`src/rtl/cec_errpol_pkg.sv`:
```
package cec_errpol_pkg;

    localparam int unsigned NUM_ERR   = 3;
    localparam int unsigned IDX_RISE  = 0;
    localparam int unsigned IDX_SHORT = 1;
    localparam int unsigned IDX_LONG  = 2;

    typedef logic [NUM_ERR-1:0] err_vec_t;

    typedef struct packed {
        logic stop_on_rise;
        logic rise_errbit_en;
        logic long_errbit_en;
        logic bcast_quiet;
    } pol_cfg_t;

    typedef struct packed {
        logic errbit;
        logic abort;
    } act_t;

endpackage

```
`src/rtl/cec_errpol_decide.sv`:
```
module cec_errpol_decide
    import cec_errpol_pkg::*;
(
    input  err_vec_t det_i,
    input  logic     bcast_i,
    input  logic     listen_all_i,
    input  pol_cfg_t cfg_i,
    output act_t     act_o
);

    logic rise_bit, short_bit, long_bit;

    always_comb begin
        rise_bit  = 1'b0;
        short_bit = 1'b0;
        long_bit  = 1'b0;
        if (bcast_i) begin
            // broadcast override takes precedence over per-kind enables
            if (!cfg_i.bcast_quiet) begin
                rise_bit  = det_i[IDX_RISE] && cfg_i.stop_on_rise;
                long_bit  = det_i[IDX_LONG];
                short_bit = det_i[IDX_SHORT] && !listen_all_i;
            end
        end else begin
            rise_bit  = det_i[IDX_RISE] && cfg_i.stop_on_rise && cfg_i.rise_errbit_en;
            long_bit  = det_i[IDX_LONG] && cfg_i.long_errbit_en;
            short_bit = det_i[IDX_SHORT];
        end
        act_o.errbit = rise_bit || short_bit || long_bit;
        act_o.abort  = det_i[IDX_RISE] && cfg_i.stop_on_rise;
    end

endmodule

```
`src/rtl/cec_errpol_action_reg.sv`:
```
module cec_errpol_action_reg
    import cec_errpol_pkg::*;
(
    input  logic clk,
    input  logic rst_n,
    input  act_t act_i,
    output act_t act_o
);

    typedef struct packed {
        act_t act;
    } state_t;

    state_t st_d, st_q;

    always_comb begin
        st_d     = st_q;
        st_d.act = act_i;
    end

    always_ff @(posedge clk or negedge rst_n) begin
        if (!rst_n) st_q <= '0;
        else        st_q <= st_d;
    end

    assign act_o = st_q.act;

    // a request only follows a requested action in the previous cycle
    a_r9_errbit_follows: assert property (@(posedge clk) disable iff (!rst_n)
        act_o.errbit |-> ($past(rst_n) && $past(act_i.errbit)));

endmodule

```
`src/rtl/cec_errpol_flags.sv`:
```
module cec_errpol_flags #(
    parameter int unsigned N = 3
) (
    input  logic         clk,
    input  logic         rst_n,
    input  logic [N-1:0] set_i,
    input  logic [N-1:0] clr_i,
    output logic [N-1:0] flags_o
);

    typedef struct packed {
        logic [N-1:0] flags;
    } state_t;

    state_t       st_d, st_q;
    logic [N-1:0] nxt;

    for (genvar g = 0; g < N; g++) begin : g_bit
        // set has priority over a simultaneous clear
        assign nxt[g] = set_i[g] || (st_q.flags[g] && !clr_i[g]);

        a_r11_set_wins: assert property (@(posedge clk) disable iff (!rst_n)
            ($past(rst_n) && $past(set_i[g])) |-> flags_o[g]);

        a_r10_sticky: assert property (@(posedge clk) disable iff (!rst_n)
            ($past(rst_n) && $past(flags_o[g]) && !$past(clr_i[g])) |-> flags_o[g]);
    end

    always_comb begin
        st_d       = st_q;
        st_d.flags = nxt;
    end

    always_ff @(posedge clk or negedge rst_n) begin
        if (!rst_n) st_q <= '0;
        else        st_q <= st_d;
    end

    assign flags_o = st_q.flags;

endmodule

```
`src/rtl/cec_rx_errpol.sv`:
```
module cec_rx_errpol
    import cec_errpol_pkg::*;
(
    input  logic               clk,
    input  logic               rst_n,
    input  logic               rise_err_i,
    input  logic               short_err_i,
    input  logic               long_err_i,
    input  logic               bcast_frame_i,
    input  logic               listen_all_i,
    input  logic               stop_on_rise_i,
    input  logic               rise_errbit_en_i,
    input  logic               long_errbit_en_i,
    input  logic               bcast_quiet_i,
    input  logic [NUM_ERR-1:0] flag_clr_i,
    input  logic [NUM_ERR-1:0] irq_en_i,
    output logic               errbit_req_o,
    output logic               rx_abort_o,
    output logic [NUM_ERR-1:0] err_flags_o,
    output logic               irq_o
);

    err_vec_t det;
    pol_cfg_t cfg;
    act_t     act_now, act_reg;

    always_comb begin
        det            = '0;
        det[IDX_RISE]  = rise_err_i;
        det[IDX_SHORT] = short_err_i;
        det[IDX_LONG]  = long_err_i;
        cfg.stop_on_rise   = stop_on_rise_i;
        cfg.rise_errbit_en = rise_errbit_en_i;
        cfg.long_errbit_en = long_errbit_en_i;
        cfg.bcast_quiet    = bcast_quiet_i;
    end

    cec_errpol_decide u_decide (
        .det_i        (det),
        .bcast_i      (bcast_frame_i),
        .listen_all_i (listen_all_i),
        .cfg_i        (cfg),
        .act_o        (act_now)
    );

    cec_errpol_action_reg u_act (
        .clk   (clk),
        .rst_n (rst_n),
        .act_i (act_now),
        .act_o (act_reg)
    );

    cec_errpol_flags #(.N(NUM_ERR)) u_flags (
        .clk     (clk),
        .rst_n   (rst_n),
        .set_i   (det),
        .clr_i   (flag_clr_i),
        .flags_o (err_flags_o)
    );

    assign errbit_req_o = act_reg.errbit;
    assign rx_abort_o   = act_reg.abort;
    assign irq_o        = |(err_flags_o & irq_en_i);

    // abort only after a rise error with stop enabled
    a_r2_abort_cause: assert property (@(posedge clk) disable iff (!rst_n)
        rx_abort_o |-> ($past(rst_n) && $past(rise_err_i) && $past(stop_on_rise_i)));

    // quiet broadcast never yields an error bit
    a_r7_quiet_bcast: assert property (@(posedge clk) disable iff (!rst_n)
        ($past(rst_n) && $past(bcast_frame_i) && $past(bcast_quiet_i)) |-> !errbit_req_o);

    // lone non-broadcast rise error without both enables is silent
    a_r3_rise_gate: assert property (@(posedge clk) disable iff (!rst_n)
        ($past(rst_n) && !$past(bcast_frame_i) && $past(rise_err_i) &&
         !$past(short_err_i) && !$past(long_err_i) &&
         !($past(stop_on_rise_i) && $past(rise_errbit_en_i))) |-> !errbit_req_o);

    // error bit request is always caused by some detect pulse
    a_r9_errbit_cause: assert property (@(posedge clk) disable iff (!rst_n)
        errbit_req_o |-> ($past(rst_n) && ($past(rise_err_i) || $past(short_err_i) || $past(long_err_i))));

endmodule

```
`config.mk`:
```
export PLATFORM = sky130hd
export DESIGN_NAME = cec_rx_errpol
export DESIGN_NICKNAME = d
export VERILOG_FILES = /design/src/rtl/cec_errpol_pkg.sv /design/src/rtl/cec_errpol_decide.sv /design/src/rtl/cec_errpol_action_reg.sv /design/src/rtl/cec_errpol_flags.sv /design/src/rtl/cec_rx_errpol.sv
export SDC_FILE = /design/constraint.sdc
export NUM_CORES = 1
export LEC_CHECK = 0
export ABC_AREA = 1
export BUFFER_PORTS_ARGS = -buffer_cell sky130_fd_sc_hd__clkbuf_2
export CAP_MARGIN = 20
export CORE_AREA = 4 4 41 43
export DETAILED_ROUTE_END_ITERATION = 16
export DIE_AREA = 0 0 45 47
export PLACE_DENSITY = 0.49
export SYNTH_ARGS = -nofsm -noshare
export SYNTH_HDL_FRONTEND = slang
export SYNTH_SLANG_ARGS = --single-unit
```
`constraint.sdc`:
```
create_clock -name clk -period 1.1 [get_ports clk]
set_clock_uncertainty 0.2 [all_clocks]
set_input_delay 0.055 -clock clk [delete_from_list [all_inputs] [get_ports clk]]
set_output_delay 0.055 -clock clk [all_outputs]
set_load 0.01 [all_outputs]
```
# [Word-level counts from Yosys, hierarchy flattened]
# Cells that the tools add are included.
[classes] mux=6 bitwise=1 n_reduce_logical=17
[ops] operator="logical AND 1 bit" n=7
[ops] operator="2-to-1 mux 1 bit" n=6
[ops] operator="logical OR 1 bit" n=5
[ops] operator="zero test 1 bit" n=4
[ops] operator="bitwise AND 3 bit" n=1
[ops] operator="OR reduction 3 bit" n=1
[totals] regBits=5 in_bits=17 wordCells=27

# [Longest topological paths before layout]
[logic_depth] ltp_word=6 mapped_depth=5

# [By module]
# A second synthesis with hierarchy kept.
[hier_totals] cells_unflattened=35 area_unflattened_um2=241.5
[modules_own_cells] module="cec_errpol_flags" n_inst=1 cells_per_inst=15 area_per_inst_um2=120.1
[modules_own_cells] module="cec_errpol_decide" n_inst=1 cells_per_inst=14 area_per_inst_um2=55.1
[modules_own_cells] module="cec_errpol_action_reg" n_inst=1 cells_per_inst=2 area_per_inst_um2=50.0
[modules_own_cells] module="cec_rx_errpol" n_inst=1 cells_per_inst=4 area_per_inst_um2=16.3

# [Least setup slack after synthesis]
# OpenSTA, ideal clock, no wires.
[synth_timing] kind="reg-to-output" from="register u_flags.st_q, in the netlist u_flags.flags_o[0]" to="output port irq_o" arrival_ns=0.585 required_time_ns=0.845 slack_ns=0.260 stages_incl_launch_ff=3 n_path_buf=0 cell_sequence="dfrtp_1 nand2_1 nand3_1"
[synth_between] elab_chain_cells=2
[synth_lines] item="start, declared" line_no="cec_errpol_flags.sv:15" rtl="state_t st_d, st_q;"
[synth_lines] item="start signal, assigned" line_no="cec_errpol_flags.sv:36" rtl="else st_q <= st_d;"
[synth_lines] item="bitwise AND 3 bit" line_no="cec_rx_errpol.sv:63" rtl="assign irq_o = |(err_flags_o & irq_en_i);"
[synth_lines] item="OR reduction 3 bit" line_no="cec_rx_errpol.sv:63"
[synth_lines] item="end, declared" line_no="cec_rx_errpol.sv:20" rtl="output logic irq_o"
# No other way between the ends.

# [Worst setup path after layout]
[layout_timing] from="register u_flags.st_q, in the netlist u_flags.flags_o[1]" to="output port irq_o"
# Same word-level chain as after synthesis.

==> run summary <==
Synth-to-layout area growth -> 127%
Worst Path Arrival -> 0.89 ns
Drt total wl -> 736 um
Ratio of cells with drive above 1 in the final layout -> 0.353
Hold Path Class -> input pin to output pin
TritonCTS clock tree -> built
Count leader, synth -> nand2_1
Critical Path Start Type -> flip-flop
Hold path depth -> 4
PnR worst setup slack -> -0.0440 ns
CTS sink cnt -> 5
Top cell type's share of synthesized area -> 0.543
Synth async-reset ratio -> 1.00
Endpoints failing hold -> 0
#FFs+latches synth -> 5
Vias in the first global route -> 332
Die X-Extent -> 45 um
Placed Area -> 359 um2
WP buf/inv -> 1
Post-synth top cells -> nand2_1, inv_1, dfrtp_1, o21bai_1, nand3_1
Worst EP required -> 0.84 ns
Die Ht -> 47 um
CTS clk-pin slew, worst paths -> 0.04 ns
Worst R2R Path Depth -> 3
Crit Reg-Reg Endpoint -> u_flags.flags_o[1]$_DFF_PN0_
CP top delay family -> flip-flops
Boundary Pins -> 23
Final Cycle Share -> 1.04
GRT Util Overall -> 0.0915
HP Start -> irq_en_i[1]
Die Area -> 2120 um2
Synth warn -> 0
Primary FF master, synth -> dfrtp_1
Pre-antenna DRT Iters -> 2
Max Fclk -> 874 MHz
Worst Max-Slew Pin Slew -> 0.135 ns
Yosys top cell by area -> dfrtp_1
Setup violators final -> 1
CP max stage delay -> 0.39 ns
Gpl congestion -> 0.662
Synth area leaders -> dfrtp_1, nand2_1, inv_1, o21bai_1, nand3_1
Crit-path cells -> nand2_1, nand3_1, buf_2
Layout net count -> 86
Initial antenna violation count -> 0
Root buf cell -> clkbuf_4
Hold worst-path end -> irq_o
IO Port Bufs -> 22
CTS buffer count -> 3
Core Util, Final -> 0.402
Global route total overflow -> 0
Sum Neg Setup Slack -> -0.0440 ns
CP max FO -> 3
WS Path Type -> flip-flop to output pin
Max IR drop VDD -> 0.517 mV
First-pass GRT wire length -> 1250 um
Largest net degree at the start of global routing -> 6
# diodes -> 0
Tmin final -> 1.14 ns
Syn Area/Cell -> 7.94 um2
Status -> finished, violations left
Final hold slack -> 0.193 ns
Clock Latency Late Sink -> 0.24 ns
Post-synth EDFFs -> 0
Routed vias -> 316
DR WL/cell -> 8.87 um
DR vias/cell -> 3.81
Syn Nets -> 46
Leakage -> 0.304 nW
Num rows -> 13
Post-synth cell types -> 6
Sequential area share after synthesis -> 0.543
Levels on crit path -> 3
Initial Utilization -> 0.177
Power Density -> 1030 nW/um2
Drt initial violations -> 4
FF-to-FF Start -> u_flags.flags_o[1]$_DFF_PN0_
Maxcap violations -> 0
Final Slew Violations -> 0
DP HPWL -> 526 um
Final Cell Area -> 523 um2
Core Box Area -> 1300 um2
Slowest CP cell -> dfrtp_1
Crit end category -> output pin
# DRC -> 0
Post-Syn Area -> 230 um2
Reg2reg setup slack -> 0.15 ns
Clock buffer depth -> 2
Slew HR -> 0.909
Max H-tree Level -> 1
DRT antenna net count -> 0
Failing checks -> setup timing
Syn Inst Count -> 29
Power Total -> 0.000540 W
RSZ-0062 raised after global routing -> yes
==> report_power, final <==
| group | leakage, nW | internal, W | total, W | switching [W] |
|---|---|---|---|---|
| Clock | 0.0150 | 0.000137 | 0.000211 | 0.0000738 |
| Sequential | 0.0566 | 0.000198 | 0.000205 | 0.00000744 |
| Combinational | 0.233 | 0.0000768 | 0.000124 | 0.0000476 |
==> timing repair <==
item	in CTS	in global routing
setup endpoints to repair	1	2
buffers inserted	0	1
pin swaps	2	3
endpoints found under the hold margin	10	0
resized for setup	0	1
hold buffers	14	0
==> logic make-up after synthesis <==
| group | count (synthesis) | synth area share |
|---|---|---|
| AND/OR/NAND/NOR | 14 | 0.239 |
| buffers and inverters | 6 | 0.0978 |
| flip-flops | 5 | 0.543 |
| AO/OA/AOI/OAI | 4 | 0.120 |
==> layout by cell type, fill, tap and decap left out <==
master,Yosys,layout
inv_1,6,6
clkbuf_1,0,1
o21ai_0,1,1
clkbuf_2,0,19
buf_4,0,1
dlygate4sd3_1,0,14
clkbuf_4,0,3
nand2_1,12,12
nand3_1,2,2
o21bai_1,3,3
dfrtp_1,5,5
buf_2,0,1
==> flip-flops by register name (all words and copies together), names as in the netlist <==
| signal | count |
|---|---|
| u_act.act_o | 2 |
| u_flags.flags_o | 3 |
==> stage by stage <==
stage / setup slack, ns / cells
2_1_floorplan: 0.260 / 29
3_3_place_gp: 0.223 / 66
3_5_place_dp: 0.209 / 66
4_1_cts: -0.0519 / 84
5_1_grt: -0.112 / 83
6_report: -0.0440 / 83
==> how the worst max path moves through the flow <==
stage | from | endpoint | slack, ns
2_1_floorplan | u_flags.flags_o[0]$_DFF_PN0_ | irq_o | 0.26
3_3_place_gp | u_flags.flags_o[1]$_DFF_PN0_ | irq_o | 0.22
3_5_place_dp | u_flags.flags_o[0]$_DFF_PN0_ | irq_o | 0.21
4_1_cts | u_flags.flags_o[0]$_DFF_PN0_ | irq_o | -0.05
5_1_grt | u_flags.flags_o[1]$_DFF_PN0_ | irq_o | -0.11
6_report | u_flags.flags_o[1]$_DFF_PN0_ | irq_o | -0.04
==> cell type report <==
cell class | instances | area [um2]
multi-input combinational | 18 | 82.6
sequential | 5 | 125
inverter | 6 | 22.5
timing repair buffer | 35 | 248
fill | 148 | 778
clock buffer | 4 | 26.3
tap | 15 | 18.8
==> metal layers <==
layer  GRT usage  vias to the layer above  part of all wire
li1            -                      166                 -
met1      0.0766                      132              0.38
met2       0.155                       18              0.51
met3      0.0690                        0              0.12
met4      0.0526                        0                 0
met5           0                        -                 0
==> worst reg2reg max path: stages, from the launching register on <==
cell and delay, ns:
dfrtp_1 0.39, buf_4 0.14, inv_1 0.05, o21bai_1 0.05
Power figures use the tool's default switching activity.
